<file path="src/rtl/intc_cmd_pkg.sv">
package intc_cmd_pkg;

    localparam int LINES  = 8;
    localparam int LINE_W = $clog2(LINES);
    localparam int DATA_W = 8;

    // command field positions inside a port-0 byte
    localparam int B_INIT  = 4;
    localparam int B_RDCTL = 3;
    localparam int CMD_LSB = 5;

    typedef enum logic [1:0] {
        ST_RUN   = 2'd0,
        ST_BASE  = 2'd1,
        ST_WORD3 = 2'd2,
        ST_WORD4 = 2'd3
    } init_step_e;

    typedef enum logic [2:0] {
        OP_ROT_OFF  = 3'd0,
        OP_EOI_NS   = 3'd1,
        OP_NOP      = 3'd2,
        OP_EOI_SP   = 3'd3,
        OP_ROT_ON   = 3'd4,
        OP_EOI_NSR  = 3'd5,
        OP_SET_PRIO = 3'd6,
        OP_EOI_SPR  = 3'd7
    } op_code_e;

    typedef struct packed {
        logic              found;
        logic [LINE_W-1:0] line;
    } line_pick_t;

    typedef struct packed {
        logic poll_arm;
        logic isr_sel;
        logic smask;
    } rd_ctl_t;

    function automatic logic [LINES-1:0] line_bit(input logic [LINE_W-1:0] l);
        logic [LINES-1:0] v;
        v = '0;
        v[l] = 1'b1;
        return v;
    endfunction

    // scan from offset upward, first set bit wins
    function automatic line_pick_t top_line(input logic [LINES-1:0] vec,
                                            input logic [LINE_W-1:0] ofs);
        line_pick_t r;
        logic [LINE_W-1:0] idx;
        r = '0;
        for (int p = LINES - 1; p >= 0; p--) begin
            idx = ofs + LINE_W'(p);
            if (vec[idx]) begin
                r.found = 1'b1;
                r.line  = idx;
            end
        end
        return r;
    endfunction

endpackage

</file>
<file path="src/rtl/intc_init_seq.sv">
module intc_init_seq
    import intc_cmd_pkg::*;
(
    input  logic              clk,
    input  logic              rst,
    input  logic              wr_en,
    input  logic              port_sel,
    input  logic [DATA_W-1:0] wdata,
    output logic              init_start,
    output logic              busy,
    output logic [DATA_W-1:0] mask_q,
    output logic [DATA_W-1:0] base_q,
    output logic              aeoi_q,
    output logic              nested_q,
    output logic              flush_q
);

    localparam logic [DATA_W-1:0] BASE_KEEP = ~DATA_W'(LINES - 1);

    init_step_e step_q;
    logic       want4_q;
    logic       p1_wr;

    assign init_start = wr_en && !port_sel && wdata[B_INIT];
    assign p1_wr      = wr_en && port_sel;
    assign busy       = (step_q != ST_RUN);

    always_ff @(posedge clk) begin
        if (rst) begin
            step_q   <= ST_RUN;
            want4_q  <= 1'b0;
            mask_q   <= '0;
            base_q   <= '0;
            aeoi_q   <= 1'b0;
            nested_q <= 1'b0;
            flush_q  <= 1'b0;
        end else begin
            flush_q <= init_start;
            if (init_start) begin
                step_q   <= ST_BASE;
                want4_q  <= wdata[0];
                mask_q   <= '0;
                base_q   <= '0;
                aeoi_q   <= 1'b0;
                nested_q <= 1'b0;
            end else if (p1_wr) begin
                unique case (step_q)
                    ST_RUN:   mask_q <= wdata;
                    ST_BASE: begin
                        base_q <= wdata & BASE_KEEP;
                        step_q <= ST_WORD3;
                    end
                    ST_WORD3: step_q <= want4_q ? ST_WORD4 : ST_RUN;
                    ST_WORD4: begin
                        nested_q <= wdata[4];
                        aeoi_q   <= wdata[1];
                        step_q   <= ST_RUN;
                    end
                    default:  step_q <= ST_RUN;
                endcase
            end
        end
    end

endmodule

</file>
<file path="src/rtl/intc_op_unit.sv">
module intc_op_unit
    import intc_cmd_pkg::*;
(
    input  logic              clk,
    input  logic              rst,
    input  logic              wr_en,
    input  logic              rd_en,
    input  logic              port_sel,
    input  logic [DATA_W-1:0] wdata,
    input  logic              init_start,
    input  logic [LINES-1:0]  core_isr,
    input  logic              pend_valid,
    input  logic [LINE_W-1:0] pend_line,
    output rd_ctl_t           ctl_q,
    output logic              rot_q,
    output logic [LINE_W-1:0] ofs_q,
    output logic [LINES-1:0]  isr_clr_q,
    output logic [LINES-1:0]  req_clr_q
);

    logic              p0_wr;
    logic              is_rdctl;
    logic              is_op;
    op_code_e          op;
    line_pick_t        pick;
    logic [LINE_W-1:0] spec_line;
    logic              poll_rd;
    logic [LINES-1:0]  isr_clr_d;
    logic [LINES-1:0]  req_clr_d;
    logic [LINE_W-1:0] ofs_d;
    logic              rot_d;

    assign p0_wr     = wr_en && !port_sel && !wdata[B_INIT];
    assign is_rdctl  = p0_wr && wdata[B_RDCTL];
    assign is_op     = p0_wr && !wdata[B_RDCTL];
    assign op        = op_code_e'(wdata[DATA_W-1:CMD_LSB]);
    assign spec_line = wdata[LINE_W-1:0];
    assign pick      = top_line(core_isr, ofs_q);
    assign poll_rd   = rd_en && ctl_q.poll_arm;

    always_comb begin
        isr_clr_d = '0;
        req_clr_d = '0;
        ofs_d     = ofs_q;
        rot_d     = rot_q;
        if (is_op) begin
            unique case (op)
                OP_ROT_OFF:  rot_d = 1'b0;
                OP_ROT_ON:   rot_d = 1'b1;
                OP_EOI_NS, OP_EOI_NSR: begin
                    if (pick.found) begin
                        isr_clr_d = line_bit(pick.line);
                        if (op == OP_EOI_NSR)
                            ofs_d = pick.line + LINE_W'(1);
                    end
                end
                OP_EOI_SP:   isr_clr_d = line_bit(spec_line);
                OP_EOI_SPR: begin
                    isr_clr_d = line_bit(spec_line);
                    ofs_d     = spec_line + LINE_W'(1);
                end
                OP_SET_PRIO: ofs_d = spec_line + LINE_W'(1);
                default:     ;
            endcase
        end else if (poll_rd && pend_valid) begin
            isr_clr_d = line_bit(pend_line);
            req_clr_d = line_bit(pend_line);
        end
    end

    always_ff @(posedge clk) begin
        if (rst || init_start) begin
            ctl_q     <= '0;
            rot_q     <= 1'b0;
            ofs_q     <= '0;
            isr_clr_q <= '0;
            req_clr_q <= '0;
        end else begin
            rot_q     <= rot_d;
            ofs_q     <= ofs_d;
            isr_clr_q <= isr_clr_d;
            req_clr_q <= req_clr_d;
            if (is_rdctl) begin
                if (wdata[2]) ctl_q.poll_arm <= 1'b1;
                if (wdata[1]) ctl_q.isr_sel  <= wdata[0];
                if (wdata[6]) ctl_q.smask    <= wdata[5];
            end else if (poll_rd) begin
                ctl_q.poll_arm <= 1'b0;
            end
        end
    end

endmodule

</file>
<file path="src/rtl/intc_rd_port.sv">
module intc_rd_port
    import intc_cmd_pkg::*;
(
    input  logic              clk,
    input  logic              rst,
    input  logic              rd_en,
    input  logic              port_sel,
    input  rd_ctl_t           ctl,
    input  logic [LINES-1:0]  core_req,
    input  logic [LINES-1:0]  core_isr,
    input  logic [DATA_W-1:0] mask_q,
    input  logic              pend_valid,
    input  logic [LINE_W-1:0] pend_line,
    output logic [DATA_W-1:0] rdata_q
);

    localparam logic [LINE_W-1:0] NO_LINE = LINE_W'(LINES - 1);

    logic [DATA_W-1:0] rd_d;

    always_comb begin
        if (ctl.poll_arm)
            rd_d = DATA_W'(pend_valid ? pend_line : NO_LINE);
        else if (port_sel)
            rd_d = mask_q;
        else if (ctl.isr_sel)
            rd_d = DATA_W'(core_isr);
        else
            rd_d = DATA_W'(core_req);
    end

    always_ff @(posedge clk) begin
        if (rst)        rdata_q <= '0;
        else if (rd_en) rdata_q <= rd_d;
    end

endmodule

</file>
<file path="src/rtl/intc_cmd_seq.sv">
module intc_cmd_seq
    import intc_cmd_pkg::*;
(
    input  logic        clk,
    input  logic        rst,
    input  logic        wr_en,
    input  logic        rd_en,
    input  logic        port_sel,
    input  logic [7:0]  wdata,
    input  logic [7:0]  core_req,
    input  logic [7:0]  core_isr,
    input  logic        pend_valid,
    input  logic [2:0]  pend_line,
    output logic [7:0]  rdata,
    output logic [7:0]  mask_reg,
    output logic [7:0]  vec_base,
    output logic        auto_eoi,
    output logic        nested_mode,
    output logic        rot_on_aeoi,
    output logic        special_mask,
    output logic [2:0]  prio_ofs,
    output logic [7:0]  isr_clear,
    output logic [7:0]  req_clear,
    output logic        init_flush,
    output logic        init_busy
);

    logic    init_start;
    rd_ctl_t ctl;

    intc_init_seq u_init (
        .clk        (clk),
        .rst        (rst),
        .wr_en      (wr_en),
        .port_sel   (port_sel),
        .wdata      (wdata),
        .init_start (init_start),
        .busy       (init_busy),
        .mask_q     (mask_reg),
        .base_q     (vec_base),
        .aeoi_q     (auto_eoi),
        .nested_q   (nested_mode),
        .flush_q    (init_flush)
    );

    intc_op_unit u_op (
        .clk        (clk),
        .rst        (rst),
        .wr_en      (wr_en),
        .rd_en      (rd_en),
        .port_sel   (port_sel),
        .wdata      (wdata),
        .init_start (init_start),
        .core_isr   (core_isr),
        .pend_valid (pend_valid),
        .pend_line  (pend_line),
        .ctl_q      (ctl),
        .rot_q      (rot_on_aeoi),
        .ofs_q      (prio_ofs),
        .isr_clr_q  (isr_clear),
        .req_clr_q  (req_clear)
    );

    assign special_mask = ctl.smask;

    intc_rd_port u_rd (
        .clk        (clk),
        .rst        (rst),
        .rd_en      (rd_en),
        .port_sel   (port_sel),
        .ctl        (ctl),
        .core_req   (core_req),
        .core_isr   (core_isr),
        .mask_q     (mask_reg),
        .pend_valid (pend_valid),
        .pend_line  (pend_line),
        .rdata_q    (rdata)
    );

endmodule

</file>
<file path="config.mk">
export PLATFORM = sky130hd
export DESIGN_NAME = intc_cmd_seq
export DESIGN_NICKNAME = d
export VERILOG_FILES = /design/src/rtl/intc_cmd_pkg.sv /design/src/rtl/intc_init_seq.sv /design/src/rtl/intc_op_unit.sv /design/src/rtl/intc_rd_port.sv /design/src/rtl/intc_cmd_seq.sv
export SDC_FILE = /design/constraint.sdc
export NUM_CORES = 1
export LEC_CHECK = 0
export BUFFER_PORTS_ARGS = -buffer_cell sky130_fd_sc_hd__buf_2
export CAP_MARGIN = 40
export CELL_PAD_IN_SITES_DETAIL_PLACEMENT = 0
export CELL_PAD_IN_SITES_GLOBAL_PLACEMENT = 1
export CORE_MARGIN = 5
export CORE_UTILIZATION = 35
export DETAILED_ROUTE_END_ITERATION = 6
export HOLD_SLACK_MARGIN = 0.05
export PLACE_DENSITY_LB_ADDON = 0.25
export SETUP_SLACK_MARGIN = 0.02
export SKIP_LAST_GASP = 1
export SLEW_MARGIN = 15
export SYNTH_ARGS = -nofsm -noshare
export SYNTH_HDL_FRONTEND = slang
export SYNTH_SLANG_ARGS = --single-unit
</file>
<file path="constraint.sdc">
create_clock -name clk -period 5.3 [get_ports clk]
set_input_delay 0.53 -clock clk [delete_from_list [all_inputs] [get_ports clk]]
set_output_delay 0.53 -clock clk [all_outputs]
set_load 0.005 [all_outputs]
</file>
==> summary.md, run 1 <==
| Metric | Value |
|---|---|
| Final worst path period share | `69.4%` |
| Count of pins on the block boundary | `around 80` |
| Post-cts hold buffer count | `0` |
| Total clock buffers created by CTS | `5` |
| Post-synth top area cell | `sky130_fd_sc_hd__dfxtp_1` |
| Cell area after technology mapping | `roughly 3400 sq um` |
| Number of setup buffers added after CTS | `0` |
| Power density cells | `197 nW/um^2` |
| Vias in the first global route | `2971` |
| Iteration count of the initial detailed-routing pass | `4` |
| Number of gates resized after cts | `0` |
| Status | `complete, no violations` |
| Source-to-sink clock delay at the later pin of the worst-skew pair | `0.31 ns` |
| Number of diodes | `0` |
| Worst-case clock buffer depth | `2` |
| Hold violation count in the final report | `0` |
| Launching element type of the critical path | `flop` |
| Sink Count | `50` |
| Type of the worst setup path | `flop to flop` |
| Core area | `9640 sq um` |
| Reg-to-reg critical path endpoint | `u_op.ofs_q[2]` |
| Unrepaired setup endpoints after global routing | `false` |
| Overall fraction of global-route tracks in use | `16.5%` |
| Routed Antenna Nets | `0` |
| Maximum fanout encountered on the critical timing path | `15` |
| Number of cells on the worst hold path | `2` |
| Post-synth EDFFs | `0` |
| Util after Layout | `40.8%` |
| Per-cell routed wire length | `16.5 um` |
| Peak clock frequency supported by timing | `roughly 270 MHz` |
| Via count normalized by instance count | `5.35` |
| Fraction of registers with async set or reset after synthesis | `0%` |
| Starting utilization of the core area | `35.6%` |
| DRT iter0 DRCs | `170` |
| Flop-to-flop setup slack | `~1.6 ns` |
| Worst relative slew slack | `48.8%` |
| Clock tree from TritonCTS | `yes` |
| Full die area | `11900 sq um` |
| Total negative slack for setup checks | `0 ns` |
| Synthesized netlist cell count | `398` |
| Placer's final routability congestion estimate | `roughly 0.87` |
| Minimum clock period | `3.68 ns` |
| Count of vias placed by the detailed router | `3149` |
| Capture endpoint of the worst hold path | `u_rd.rdata_q[1]` |
| Synthesis-stage register bit count | `50` |
| Master cell of the clock root buffer | `sky130_fd_sc_hd__clkbuf_8` |
| Max-Cap Viols | `0` |
| Avg Inst Size Synth | `8.61 sq um` |
| Ratio of cells with drive above 1 in the final layout | `27.6%` |
| Number of rows in the core area | `36` |
| Tightest Hold Check Type | `flop to flop` |
| Static leakage | `1.66 nW` |
| Number of DRC violations after detailed routing | `0` |
| Initial antenna violation count | `0` |
| Synth cell types | `66` |
| Count of yosys warnings during synthesis | `0` |
| Die extent in x | `109 um` |
| Depth of the CTS H-tree | `2` |
| Critical register-to-register path startpoint | `u_op.ofs_q[1]` |
| Length in cells of the worst reg-to-reg path | `13` |
| Commonest register cell after synthesis | `sky130_fd_sc_hd__dfxtp_1` |
| Hold Path Origin | `u_rd.rdata_q[1]` |
| Layout Skew | `0.0115 ns` |
| Fillcell total | `1010` |
| Share of the yosys chip area belonging to registers | `29.2%` |
| Post-synthesis to final-layout area growth | `14.7%` |
| Required arrival time at the worst endpoint | `5.56 ns` |
| Chip height | `between 100 and 150 um` |
| Endpoint type of the worst setup path | `flop` |
| Tightest Pin Transition | `0.767 ns` |
| Peak supply drop | `0.121 mV` |
| Top cells by area in the synthesized netlist | `sky130_fd_sc_hd__dfxtp_1 29%, sky130_fd_sc_hd__mux2i_1 9.3%, sky130_fd_sc_hd__mux4_2 7.9%, sky130_fd_sc_hd__nor2_1 6.1%, sky130_fd_sc_hd__nand2_1 3.5%` |
| Number of setup violations in the final report | `0` |
| First-pass GRT wire length | `15.5 mm` |
| Post-synth top area share | `slightly below 30%` |
| Overflow after GRT | `0` |
| Final Slew Violations | `0` |
| DRT Wirelength | `about 9.7 mm` |
| Net count of the finished layout | `496` |
| Clock transition at the registers of the reported paths | `0.11 ns` |
| I/O Buffers | `78` |
| Sum of net half-perimeters after detailed placement | `7.31 mm` |
| Largest net degree at the start of global routing | `29` |
| Data arrival time at the worst-slack endpoint | `between 3 and 4 ns` |
==> worst max path at each step <==
stage / startpoint / endpoint / slack (ns) / depth (start not counted)
detailed placement: u_op.ofs_q[1] / u_op.ofs_q[2] / 1.71 / 13
global placement: u_op.ofs_q[1] / u_op.ofs_q[2] / 1.79 / 13
floorplan: u_op.ofs_q[1] / u_op.ofs_q[2] / 1.88 / 16
CTS: u_op.ofs_q[1] / u_op.ofs_q[2] / 1.68 / 13
finish: u_op.ofs_q[1] / u_op.ofs_q[2] / 1.62 / 13
global route: u_op.ofs_q[1] / u_op.ofs_q[2] / 1.43 / 14
==> layer usage <==
| layer | share of wire (%) | track usage [%] | up-vias |
|---|---|---|---|
| met2 | 47 | 26.8 | 107 |
| li1 | - | - | 1546 |
| met4 | 1.0 | 4.24 | 0 |
| met3 | 5.5 | 2.49 | 8 |
| met5 | 0 | 0 | - |
| met1 | 47 | 22.9 | 1488 |
==> area by class of cell <==
cell class                 instances  area [sq um]  share of cell area [%]
clock inverter                     3          21.3                   0.541
timing repair buffer              81           413                    10.5
inverter                          10          37.5                   0.955
tap                              133           166                    4.23
clock buffer                       5          68.8                    1.75
multi-input combinational        307          2220                    56.6
sequential                        50          1000                    25.5
==> critical path: stages (launching register included) <==
cell                      delay [ns]
sky130_fd_sc_hd__dfxtp_1        0.34
sky130_fd_sc_hd__inv_1          0.09
sky130_fd_sc_hd__ha_1           0.65
sky130_fd_sc_hd__mux2_2         0.43
sky130_fd_sc_hd__a22oi_1        0.28
sky130_fd_sc_hd__nor2b_2        0.21
sky130_fd_sc_hd__o32a_1         0.21
sky130_fd_sc_hd__a21bo_1        0.21
sky130_fd_sc_hd__mux2_4         0.28
sky130_fd_sc_hd__o21ai_1        0.18
sky130_fd_sc_hd__ha_1           0.22
sky130_fd_sc_hd__nand3_1        0.08
sky130_fd_sc_hd__or3b_1         0.36
sky130_fd_sc_hd__nand3_1        0.08
==> kinds of logic after synthesis <==
group,after synthesis,synth area share (%)
AND/OR/NAND/NOR,142,19.4
AO/OA/AOI/OAI,92,18.4
multiplexers,59,23.0
flip-flops,50,29.2
buffers and inverters,43,6.13
adder cells (fa/ha/maj),8,2.92
XOR/XNOR,3,0.767
other,1,0.109
==> Yosys cell counts (2+ instances only) <==
cell type                   number
sky130_fd_sc_hd__nor2_1         56
sky130_fd_sc_hd__o211ai_1        5
sky130_fd_sc_hd__a2111oi_0       4
sky130_fd_sc_hd__inv_1           9
sky130_fd_sc_hd__dfxtp_1        50
sky130_fd_sc_hd__a21oi_1        19
sky130_fd_sc_hd__nor3_1         13
sky130_fd_sc_hd__o21ai_2         2
sky130_fd_sc_hd__o22ai_1         2
sky130_fd_sc_hd__xnor2_1         2
sky130_fd_sc_hd__o21ai_1         9
sky130_fd_sc_hd__o221ai_1        2
sky130_fd_sc_hd__nand3_1        10
sky130_fd_sc_hd__o21ai_0        12
sky130_fd_sc_hd__a22o_1          2
sky130_fd_sc_hd__buf_2           3
sky130_fd_sc_hd__mux4_2         12
sky130_fd_sc_hd__and3_1          3
sky130_fd_sc_hd__a22oi_1         7
sky130_fd_sc_hd__mux2_2         10
sky130_fd_sc_hd__mux2i_4         2
sky130_fd_sc_hd__a31oi_1         7
sky130_fd_sc_hd__clkbuf_1       21
sky130_fd_sc_hd__nand2_1        32
sky130_fd_sc_hd__buf_4           4
sky130_fd_sc_hd__nand2b_1        7
sky130_fd_sc_hd__nor2b_1         7
sky130_fd_sc_hd__buf_6           4
sky130_fd_sc_hd__ha_1            8
sky130_fd_sc_hd__a211oi_1        2
sky130_fd_sc_hd__mux2i_1        32
sky130_fd_sc_hd__nand3b_1        2
sky130_fd_sc_hd__o21a_1          4
sky130_fd_sc_hd__mux2_4          2
==> flip-flops by register name, indices dropped and copies added, names as in the netlist <==
| signal | flops |
|---|---|
| u_init.step_q | 2 |
| u_op.ofs_q | 3 |
| u_init.flush_q | 1 |
| u_rd.rdata_q | 8 |
| u_op.isr_clr_q | 8 |
| u_op.ctl_q | 3 |
| u_op.rot_q | 1 |
| u_init.base_q | 5 |
| u_op.req_clr_q | 8 |
| u_init.nested_q | 1 |
| u_init.aeoi_q | 1 |
| u_init.mask_q | 8 |
| u_init.want4_q | 1 |
==> cell usage in the layout (no fill, tap or decap), types with 8 or more instances in the layout <==
cell type	Yosys	final
sky130_fd_sc_hd__o21ai_1	9	9
sky130_fd_sc_hd__mux2i_1	32	32
sky130_fd_sc_hd__ha_1	8	8
sky130_fd_sc_hd__nand3_1	10	10
sky130_fd_sc_hd__nor2_1	56	56
sky130_fd_sc_hd__buf_2	3	78
sky130_fd_sc_hd__dfxtp_1	50	50
sky130_fd_sc_hd__mux4_2	12	12
sky130_fd_sc_hd__nor3_1	13	13
sky130_fd_sc_hd__o21ai_0	12	12
sky130_fd_sc_hd__mux2_2	10	10
sky130_fd_sc_hd__a21oi_1	19	19
sky130_fd_sc_hd__inv_1	9	9
sky130_fd_sc_hd__nand2_1	32	32
==> power breakdown <==
part,leakage [nW],internal [W],total (W),switching [W]
Combinational,1.21,0.0000633,0.000153,0.0000898
Clock,0.0441,0.0000932,0.000232,0.000139
Sequential,0.405,0.000383,0.000389,0.00000593
==> through the flow <==
step | cell area [sq um] | power (W) | std cells | hold WS, ns | setup WS, ns
after detailed placement | 3840 | 0.000550 | 581 | 0.447 | 1.71
after CTS | 3930 | 0.000782 | 589 | 0.461 | 1.68
after floorplan | 3430 | 0.000501 | 400 | 0.442 | 1.88
after global placement | 3840 | 0.000551 | 581 | 0.444 | 1.79
final | 3930 | 0.000775 | 589 | 0.457 | 1.62
after global routing | 3930 | 0.000813 | 589 | 0.492 | 1.43
Note: power is estimated with default switching activity, not from simulation.
==> run 2: changes to the inputs <==
clock period = 2.95 ns   (was 5.3 ns; I/O delays follow)
==> run 2 against run 1 <==
Against the previous run:
- the run now ends with negative setup slack left
- critical path depth stayed put
- final cell count up 5.9%
- combinational power rose by 110%
- count of clock-buffer cells in the layout unchanged
- register-to-register slack got worse by 1.7 ns
- core utilization is 4.1 points higher
- critical path type unchanged
- largest power group unchanged
==> summary.md, run 2 (same netlist as run 1, synthesis figures left out) <==
| Metric | Value |
|---|---|
| Per-cell routed wire length | `16.4 um (-0.81%)` |
| Total clock buffers created by CTS | `5 (unchanged)` |
| Overall fraction of global-route tracks in use | `17.2% (+0.72 points)` |
| Net count of the finished layout | `531 (+7.1%)` |
| Placer's final routability congestion estimate | `0.832 (-4.3%)` |
| Number of rows in the core area | `36 (unchanged)` |
| DRT iter0 DRCs | `220 (+29%)` |
| Number of cells on the worst hold path | `2 (unchanged)` |
| Status | `complete, but fails checks` |
| Launching element type of the critical path | `flop` |
| Slowest stage cell, crit path | `sky130_fd_sc_hd__dfxtp_2` |
| Count of pins on the block boundary | `82 (unchanged)` |
| Tightest Hold Check Type | `primary input to flop` |
| Worst relative slew slack | `56.4% (+7.7 points)` |
| Initial antenna violation count | `0 (unchanged)` |
| Routed Antenna Nets | `0 (unchanged)` |
| I/O Buffers | `78 (unchanged)` |
| Depth of the CTS H-tree | `2 (unchanged)` |
| Fillcell total | `1004 (-0.59%)` |
| Maximum single-stage delay on the critical path | `0.37 ns (-0.28 ns)` |
| First-pass GRT wire length | `16.2 mm (+4.4%)` |
| Max-Cap Viols | `0 (unchanged)` |
| Starting utilization of the core area | `35.6% (unchanged)` |
| Length in cells of the worst reg-to-reg path | `13 (unchanged)` |
| Unrepaired setup endpoints after global routing | `true` |
| Post-synthesis to final-layout area growth | `26.1%` |
| Master cell of the clock root buffer | `sky130_fd_sc_hd__clkbuf_8` |
| Data arrival time at the worst-slack endpoint | `3.29 ns (-0.65 ns)` |
| Static leakage | `1.88 nW (+13%)` |
| Largest net degree at the start of global routing | `25 (-14%)` |
| Chip height | `109 um (unchanged)` |
| Final Slew Violations | `0 (unchanged)` |
| Endpoint type of the worst setup path | `flop` |
| Minimum clock period | `3.04 ns (-0.637 ns)` |
| Source-to-sink clock delay at the later pin of the worst-skew pair | `0.30 ns (about the same)` |
| Via count normalized by instance count | `5.20 (-2.8%)` |
| Iteration count of the initial detailed-routing pass | `4 (unchanged)` |
| Ratio of cells with drive above 1 in the final layout | `36.3% (+8.6 points)` |
| Vias in the first global route | `3186 (+7.2%)` |
| Tightest Pin Transition | `0.648 ns (-0.119 ns)` |
| Overflow after GRT | `0 (unchanged)` |
| Required arrival time at the worst endpoint | `3.20 ns (-2.36 ns)` |
| Die extent in x | `109 um (unchanged)` |
| Setup slack at placement | `-0.109 ns (-1.82 ns)` |
| Peak supply drop | `0.264 mV (+120%)` |
| Number of setup violations in the final report | `2 (+2)` |
| Failing checks | `negative setup slack` |
| Core area | `9640 sq um (unchanged)` |
| Maximum fanout encountered on the critical timing path | `6 (-9)` |
| Worst path cell trace | `inv_4 -> ha_4 -> mux2_4 -> a22o_1 -> a221oi_2 -> o32a_1 -> a21bo_1 -> mux2_4 -> o21ai_4 -> ha_4 -> nand3_2 -> or3b_1 -> nand3_1` |
| Clock tree from TritonCTS | `yes` |
| Peak clock frequency supported by timing | `329 MHz (+21%)` |
| Layout Skew | `0.00755 ns (-0.00400 ns)` |
| Final Worst Setup Slack | `-0.0894 ns (-1.71 ns)` |
| Highest-count cells in the layout ignoring fill and taps | `78 x sky130_fd_sc_hd__buf_2, 56 x sky130_fd_sc_hd__nor2_1, 48 x sky130_fd_sc_hd__dfxtp_1` |
| Leading cell type in the layout, fill and taps excluded | `sky130_fd_sc_hd__buf_2` |
| Count of vias placed by the detailed router | `3242 (+3.0%)` |
| Power density cells | `351 nW/um^2 (+78%)` |
| Hold violation count in the final report | `0 (unchanged)` |
| Number of DRC violations after detailed routing | `0 (unchanged)` |
| Clock transition at the registers of the reported paths | `0.09 ns (-0.02 ns)` |
| Total negative slack for setup checks | `-0.119 ns (-0.119 ns)` |
| Worst hold slack | `0.270 ns (-0.187 ns)` |
| DRT Wirelength | `10.2 mm (+5.1%)` |
| Sink Count | `50 (unchanged)` |
| Type of the worst setup path | `flop to flop` |
| Util after Layout | `44.8% (+4.1 points)` |
| Post-cts hold buffer count | `0 (unchanged)` |
| Sum of net half-perimeters after detailed placement | `7.86 mm (+7.5%)` |
| Final worst path period share | `103% (+34 points)` |
| Number of diodes | `0 (unchanged)` |
| Worst-case clock buffer depth | `2 (unchanged)` |
| Full die area | `11900 sq um (unchanged)` |
run 2: cell types whose count changed in the layout (fill, tap and decap cells not counted), sizes merged:
cell and change:
buf +35, bufinv +1, clkinv -1, clkinvlp -1, inv +1
run 2: final cells by class:
| cell class | count | area (sq um) | area share, % |
|---|---|---|---|
| clock inverters | 3 | 43.8 | 1.01 |
| clock buffers | 5 | 68.8 | 1.59 |
| multi-input cells | 307 | 2320 | 53.7 |
| repair buffers | 116 | 676 | 15.6 |
| flip-flops and latches | 50 | 1000 | 23.2 |
| inverters | 10 | 42.5 | 0.984 |
| well taps | 133 | 166 | 3.85 |
run 2: repair_timing:
action	in CTS	in global routing
cloned	0	0
gates resized for setup	4	7
endpoints found under the setup margin	2	10
buffers inserted	6	2
pin swaps	8	9
run 2: power by group:
part           internal (W)  total [W]  switching (W)
clock              0.000255   0.000494       0.000240
sequential         0.000689   0.000699      0.0000105
combinational      0.000146   0.000324       0.000177
total               0.00109    0.00152       0.000428
run 2: final timing paths:
kind | from | endpoint | slack (ns)
worst max-delay path | u_op.ofs_q[0] | u_op.ofs_q[2] | -0.09
worst min-delay path | pend_line[2] | u_op.req_clr_q[0] | 0.27
worst max register to register | u_op.ofs_q[0] | u_op.ofs_q[2] | -0.09
worst min register to register | u_rd.rdata_q[2] | u_rd.rdata_q[2] | 0.47
run 2: metrics by stage:
step	power (W)	std cells	area, sq um
6_report	0.00152	624	4320
5_1_grt	0.00159	624	4320
4_1_cts	0.00153	623	4280
3_5_place_dp	0.00102	609	4100
3_3_place_gp	0.00102	609	4100
2_1_floorplan	0.000908	400	3500
run 2: worst max-delay path: cells and delay by family (launching register included):
kind | cells | cell delay, ns
AOI/OAI and AO/OA | 5 | 1.06
muxes | 2 | 0.57
adders and majority gates | 2 | 0.47
and+or+nand+nor | 3 | 0.47
DFF | 1 | 0.37
buffers and inverters | 1 | 0.04
run 2: per-layer routing:
metal,vias up,global-route usage [%],share of wire (%)
li1,1615,-,-
met1,1526,23.9,47
met2,94,27.9,47
met3,7,3.43,5.3
met4,0,2.98,0.63
met5,-,0,0
==> run 3: changes to the inputs <==
ABC_AREA = 1   (was unset)
CORE_UTILIZATION = 32   (was 35)
==> run 3 against run 2 <==
Against the previous run:
- the run now ends clean
- count of clock-buffer cells in the layout is 2 higher
- area after synthesis down 12%
- global-route usage down 1.4 points
- sequential share of layout area is 4.3 points higher
- die area down 3.2%
- flip-flop and latch count did not move
- critical path type unchanged
==> summary.md, run 3 <==
| Metric | Value |
|---|---|
| Maximum fanout encountered on the critical timing path | `10 (+4)` |
| Unrepaired setup endpoints after global routing | `false` |
| Max-Cap Viols | `0 (unchanged)` |
| Highest-count cells in the layout ignoring fill and taps | `150 x sky130_fd_sc_hd__nand2_1, 78 x sky130_fd_sc_hd__buf_2, 62 x sky130_fd_sc_hd__nand3_1` |
| Worst setup path endpoint | `u_op.ofs_q[2]` |
| Tightest Pin Transition | `0.498 ns (-0.150 ns)` |
| Total negative slack for setup checks | `0 ns (+0.119 ns)` |
| Master cell of the clock root buffer | `sky130_fd_sc_hd__clkbuf_8` |
| Chip height | `107 um (-1.6%)` |
| Required arrival time at the worst endpoint | `3.14 ns (-0.06 ns)` |
| Logic gate share of total power | `19.6% (-1.7 points)` |
| Internal cell power | `0.00100 W (-8.1%)` |
| Sum of net half-perimeters after detailed placement | `7.34 mm (-6.6%)` |
| Critical Path Most Common Cell | `sky130_fd_sc_hd__nand2_1` |
| Vias in the first global route | `3153 (-1.0%)` |
| Type of the worst setup path | `flop to flop` |
| Number of diodes | `0 (unchanged)` |
| Full die area | `11500 sq um (-3.2%)` |
| Worst-case clock buffer depth | `2 (unchanged)` |
| DP Area | `3520 sq um (-14%)` |
| Post-synth top area cell | `sky130_fd_sc_hd__dfxtp_1` |
| Overall fraction of global-route tracks in use | `15.8% (-1.4 points)` |
| Switching component of the power | `0.000425 W (-0.66%)` |
| Sequential power share | `49.3% (+3.2 points)` |
| Ratio of cells with drive above 1 in the final layout | `22.1% (-14 points)` |
| Number of rows in the core area | `35 (-2.8%)` |
| Final Slew Violations | `0 (unchanged)` |
| Flop-to-flop setup slack | `0.30 ns (+0.39 ns)` |
| Initial antenna violation count | `0 (unchanged)` |
| Via count normalized by instance count | `4.69 (-9.8%)` |
| Synth cell types | `28 (-58%)` |
| Source-to-sink clock delay at the later pin of the worst-skew pair | `0.30 ns (about the same)` |
| Power density cells | `393 nW/um^2 (+12%)` |
| Final Worst Setup Slack | `0.302 ns (+0.391 ns)` |
| Endpoint type of the worst setup path | `flop` |
| Launching element type of the critical path | `flop` |
| Cell class contributing the biggest share of worst-path delay | `simple AND/OR/NAND/NOR gates` |
| Iteration count of the initial detailed-routing pass | `4 (unchanged)` |
| Clock tree from TritonCTS | `yes` |
| Number of gates resized after cts | `0 (-4)` |
| Hold violation count in the final report | `0 (unchanged)` |
| Number of DRC violations after detailed routing | `0 (unchanged)` |
| Clock transition at the registers of the reported paths | `0.10 ns (about the same)` |
| Static leakage | `1.90 nW (+0.99%)` |
| Reg-to-reg critical path endpoint | `u_op.ofs_q[2]` |
| Data arrival time at the worst-slack endpoint | `2.83 ns (-0.46 ns)` |
| Layout Skew | `0.0166 ns (+0.00903 ns)` |
| Share of the yosys chip area belonging to registers | `33.1% (+3.9 points)` |
| Slowest stage cell, crit path | `sky130_fd_sc_hd__ha_2` |
| Post-cts hold buffer count | `0 (unchanged)` |
| Final Instance Area | `3630 sq um (-16%)` |
| Overflow after GRT | `0 (unchanged)` |
| Number of setup violations in the final report | `0 (-2)` |
| Critical Path Stages | `22 (+9)` |
| Count of yosys warnings during synthesis | `0 (unchanged)` |
| I/O Buffers | `78 (unchanged)` |
| Total clock buffers created by CTS | `5 (unchanged)` |
| Post-synthesis to final-layout area growth | `20.2%` |
| Number of setup buffers added after CTS | `0 (-6)` |
| Net count of the finished layout | `593 (+12%)` |
| Leading cell type in the layout, fill and taps excluded | `sky130_fd_sc_hd__nand2_1` |
| Depth of the CTS H-tree | `2 (unchanged)` |
| Setup slack at placement | `0.275 ns (+0.384 ns)` |
| Worst hold slack | `0.294 ns (+0.0240 ns)` |
| Avg Inst Size Synth | `6.35 sq um (-26%)` |
| Core area | `9240 sq um (-4.1%)` |
| DRT Wirelength | `8.96 mm (-12%)` |
| Peak supply drop | `0.199 mV (-24%)` |
| Total buffers and inverters traversed by the critical path | `4 (+3)` |
| First-pass GRT wire length | `14.9 mm (-7.9%)` |
| Worst path cell trace | `inv_4 -> ha_2 -> inv_1 -> nand3_1 -> nand3_1 -> nand2_1 -> inv_1 -> nor2_1 -> nand2_1 -> nand3_1 -> nand2_1 -> nand2_1 -> nand2_1 -> nand2_1 -> nand2_2 -> o21ai_0 -> ha_1 -> inv_1 -> nand3_1 -> nand2_1 -> nor2_1 -> nor2_1` |
| Clock share of power | `31.1% (-1.5 points)` |
| Sink Count | `50 (unchanged)` |
| Top cells by area in the synthesized netlist | `sky130_fd_sc_hd__dfxtp_1 33%, sky130_fd_sc_hd__nand2_1 19%, sky130_fd_sc_hd__nand3_1 10%, sky130_fd_sc_hd__a21oi_1 7.3%, sky130_fd_sc_hd__inv_1 5.8%` |
| Count of pins on the block boundary | `82 (unchanged)` |
| Cell area after technology mapping | `3020 sq um (-12%)` |
| Minimum clock period | `2.65 ns (-0.391 ns)` |
| List of most frequent post-synthesis cells | `150 x sky130_fd_sc_hd__nand2_1, 62 x sky130_fd_sc_hd__nand3_1, 50 x sky130_fd_sc_hd__dfxtp_1` |
| Commonest register cell after synthesis | `sky130_fd_sc_hd__dfxtp_1` |
| Per-cell routed wire length | `13.1 um (-20%)` |
| Tightest Hold Check Type | `primary input to flop` |
| Starting utilization of the core area | `32.7% (-2.8 points)` |
| DRT iter0 DRCs | `80 (-64%)` |
| Routed Antenna Nets | `0 (unchanged)` |
| Post-synth top area share | `33.1% (+3.9 points)` |
| Synthesized netlist cell count | `476 (+20%)` |
| Count of vias placed by the detailed router | `3196 (-1.4%)` |
| Status | `complete, no violations` |
| Post-route total power | `0.00143 W (-6.0%)` |
| Die extent in x | `107 um (-1.6%)` |
| Largest net degree at the start of global routing | `20 (-20%)` |
| Length in cells of the worst reg-to-reg path | `22 (+9)` |
| Fraction of registers with async set or reset after synthesis | `0% (unchanged)` |
| Worst relative slew slack | `66.7% (+10 points)` |
| Maximum single-stage delay on the critical path | `0.42 ns (+0.05 ns)` |
| Placer's final routability congestion estimate | `0.862 (+3.7%)` |
| Peak clock frequency supported by timing | `378 MHz (+15%)` |
| Proportion of total power due to net switching | `29.8% (+1.6 points)` |
| Post-synth EDFFs | `0 (unchanged)` |
| Final worst path period share | `89.8% (-13 points)` |
| Synthesis-stage register bit count | `50 (unchanged)` |
| Critical register-to-register path startpoint | `u_op.ofs_q[1]` |
| Launch point of the critical path | `u_op.ofs_q[1]` |
| Fillcell total | `1052 (+4.8%)` |
| Most common cell in the netlist | `sky130_fd_sc_hd__nand2_1` |
run 3: cell types whose count changed after synthesis, moves of 8 or more:
cell / previous run / this run
sky130_fd_sc_hd__nor2_1: 56 / 29
sky130_fd_sc_hd__nand3_1: 10 / 62
sky130_fd_sc_hd__clkbuf_1: 21 / 7
sky130_fd_sc_hd__a21oi_1: 19 / 44
sky130_fd_sc_hd__mux2i_1: 32 / 0
sky130_fd_sc_hd__nand3_2: 0 / 8
sky130_fd_sc_hd__nor3_1: 13 / 2
sky130_fd_sc_hd__nand2_1: 32 / 150
sky130_fd_sc_hd__nand2_2: 0 / 13
sky130_fd_sc_hd__mux2_2: 10 / 0
sky130_fd_sc_hd__mux4_2: 12 / 0
sky130_fd_sc_hd__inv_1: 9 / 47
run 3: worst min-delay path by stage:
stage                     slack, ns                end           from  cells past startpoint
after floorplan                0.38     u_init.flush_q            rst                      1
after global placement         0.45      u_op.ctl_q[0]  u_op.ctl_q[0]                      2
after detailed placement       0.45      u_init.aeoi_q  u_init.aeoi_q                      2
after CTS                      0.29  u_op.req_clr_q[4]   pend_line[2]                      3
after global routing           0.31  u_op.req_clr_q[2]   pend_line[1]                      3
final                          0.29  u_op.req_clr_q[4]   pend_line[2]                      3
run 3: final cells by class:
| class | count | area [sq um] | area share, % |
|---|---|---|---|
| tap | 129 | 161 | 4.44 |
| sequential | 50 | 1000 | 27.6 |
| clock inverter | 1 | 8.76 | 0.241 |
| timing repair buffer | 82 | 420 | 11.6 |
| inverter | 58 | 220 | 6.06 |
| clock buffer | 7 | 96.3 | 2.65 |
| multi-input combinational | 355 | 1720 | 47.5 |
run 3: cells by family after synthesis:
family                     count (synthesis)  share of synthesized area, %
AOI/OAI and AO/OA                         72                          13.5
adders and majority gates                  8                          3.31
buffers and inverters                     73                          10.2
DFF                                       50                          33.1
other                                      1                         0.124
and+or+nand+nor                          272                          39.8
run 3: per-layer routing:
metal / wire length, um / part of all wire (%) / global-route usage [%]
met1: 4230 / 47 / 20.1
met2: 4370 / 49 / 27.5
met3: 252 / 2.8 / 2.23
met4: 105 / 1.2 / 4.93
met5: 0 / 0 / 0
run 3: worst min-delay path: stages:
cell                      delay [ns]
sky130_fd_sc_hd__buf_2          0.12
sky130_fd_sc_hd__nand4_1        0.11
sky130_fd_sc_hd__inv_1          0.04
run 3: metrics by stage:
| stage | instances | utilization [%] |
|---|---|---|
| 3_3_place_gp | 674 | 38.1 |
| 5_1_grt | 682 | 39.3 |
| 2_1_floorplan | 478 | - |
| 3_5_place_dp | 674 | 38.1 |
| 4_1_cts | 682 | 39.3 |
| 6_report | 682 | 39.3 |
run 3: power by group through the flow:
stage / Sequential (W) / Combinational (W) / Clock, W
after global placement: 0.000719 / 0.000280 / 0
after floorplan: 0.000718 / 0.000187 / 0
final: 0.000704 / 0.000279 / 0.000444
after global routing: 0.000707 / 0.000319 / 0.000489
after CTS: 0.000704 / 0.000281 / 0.000460
after detailed placement: 0.000720 / 0.000281 / 0
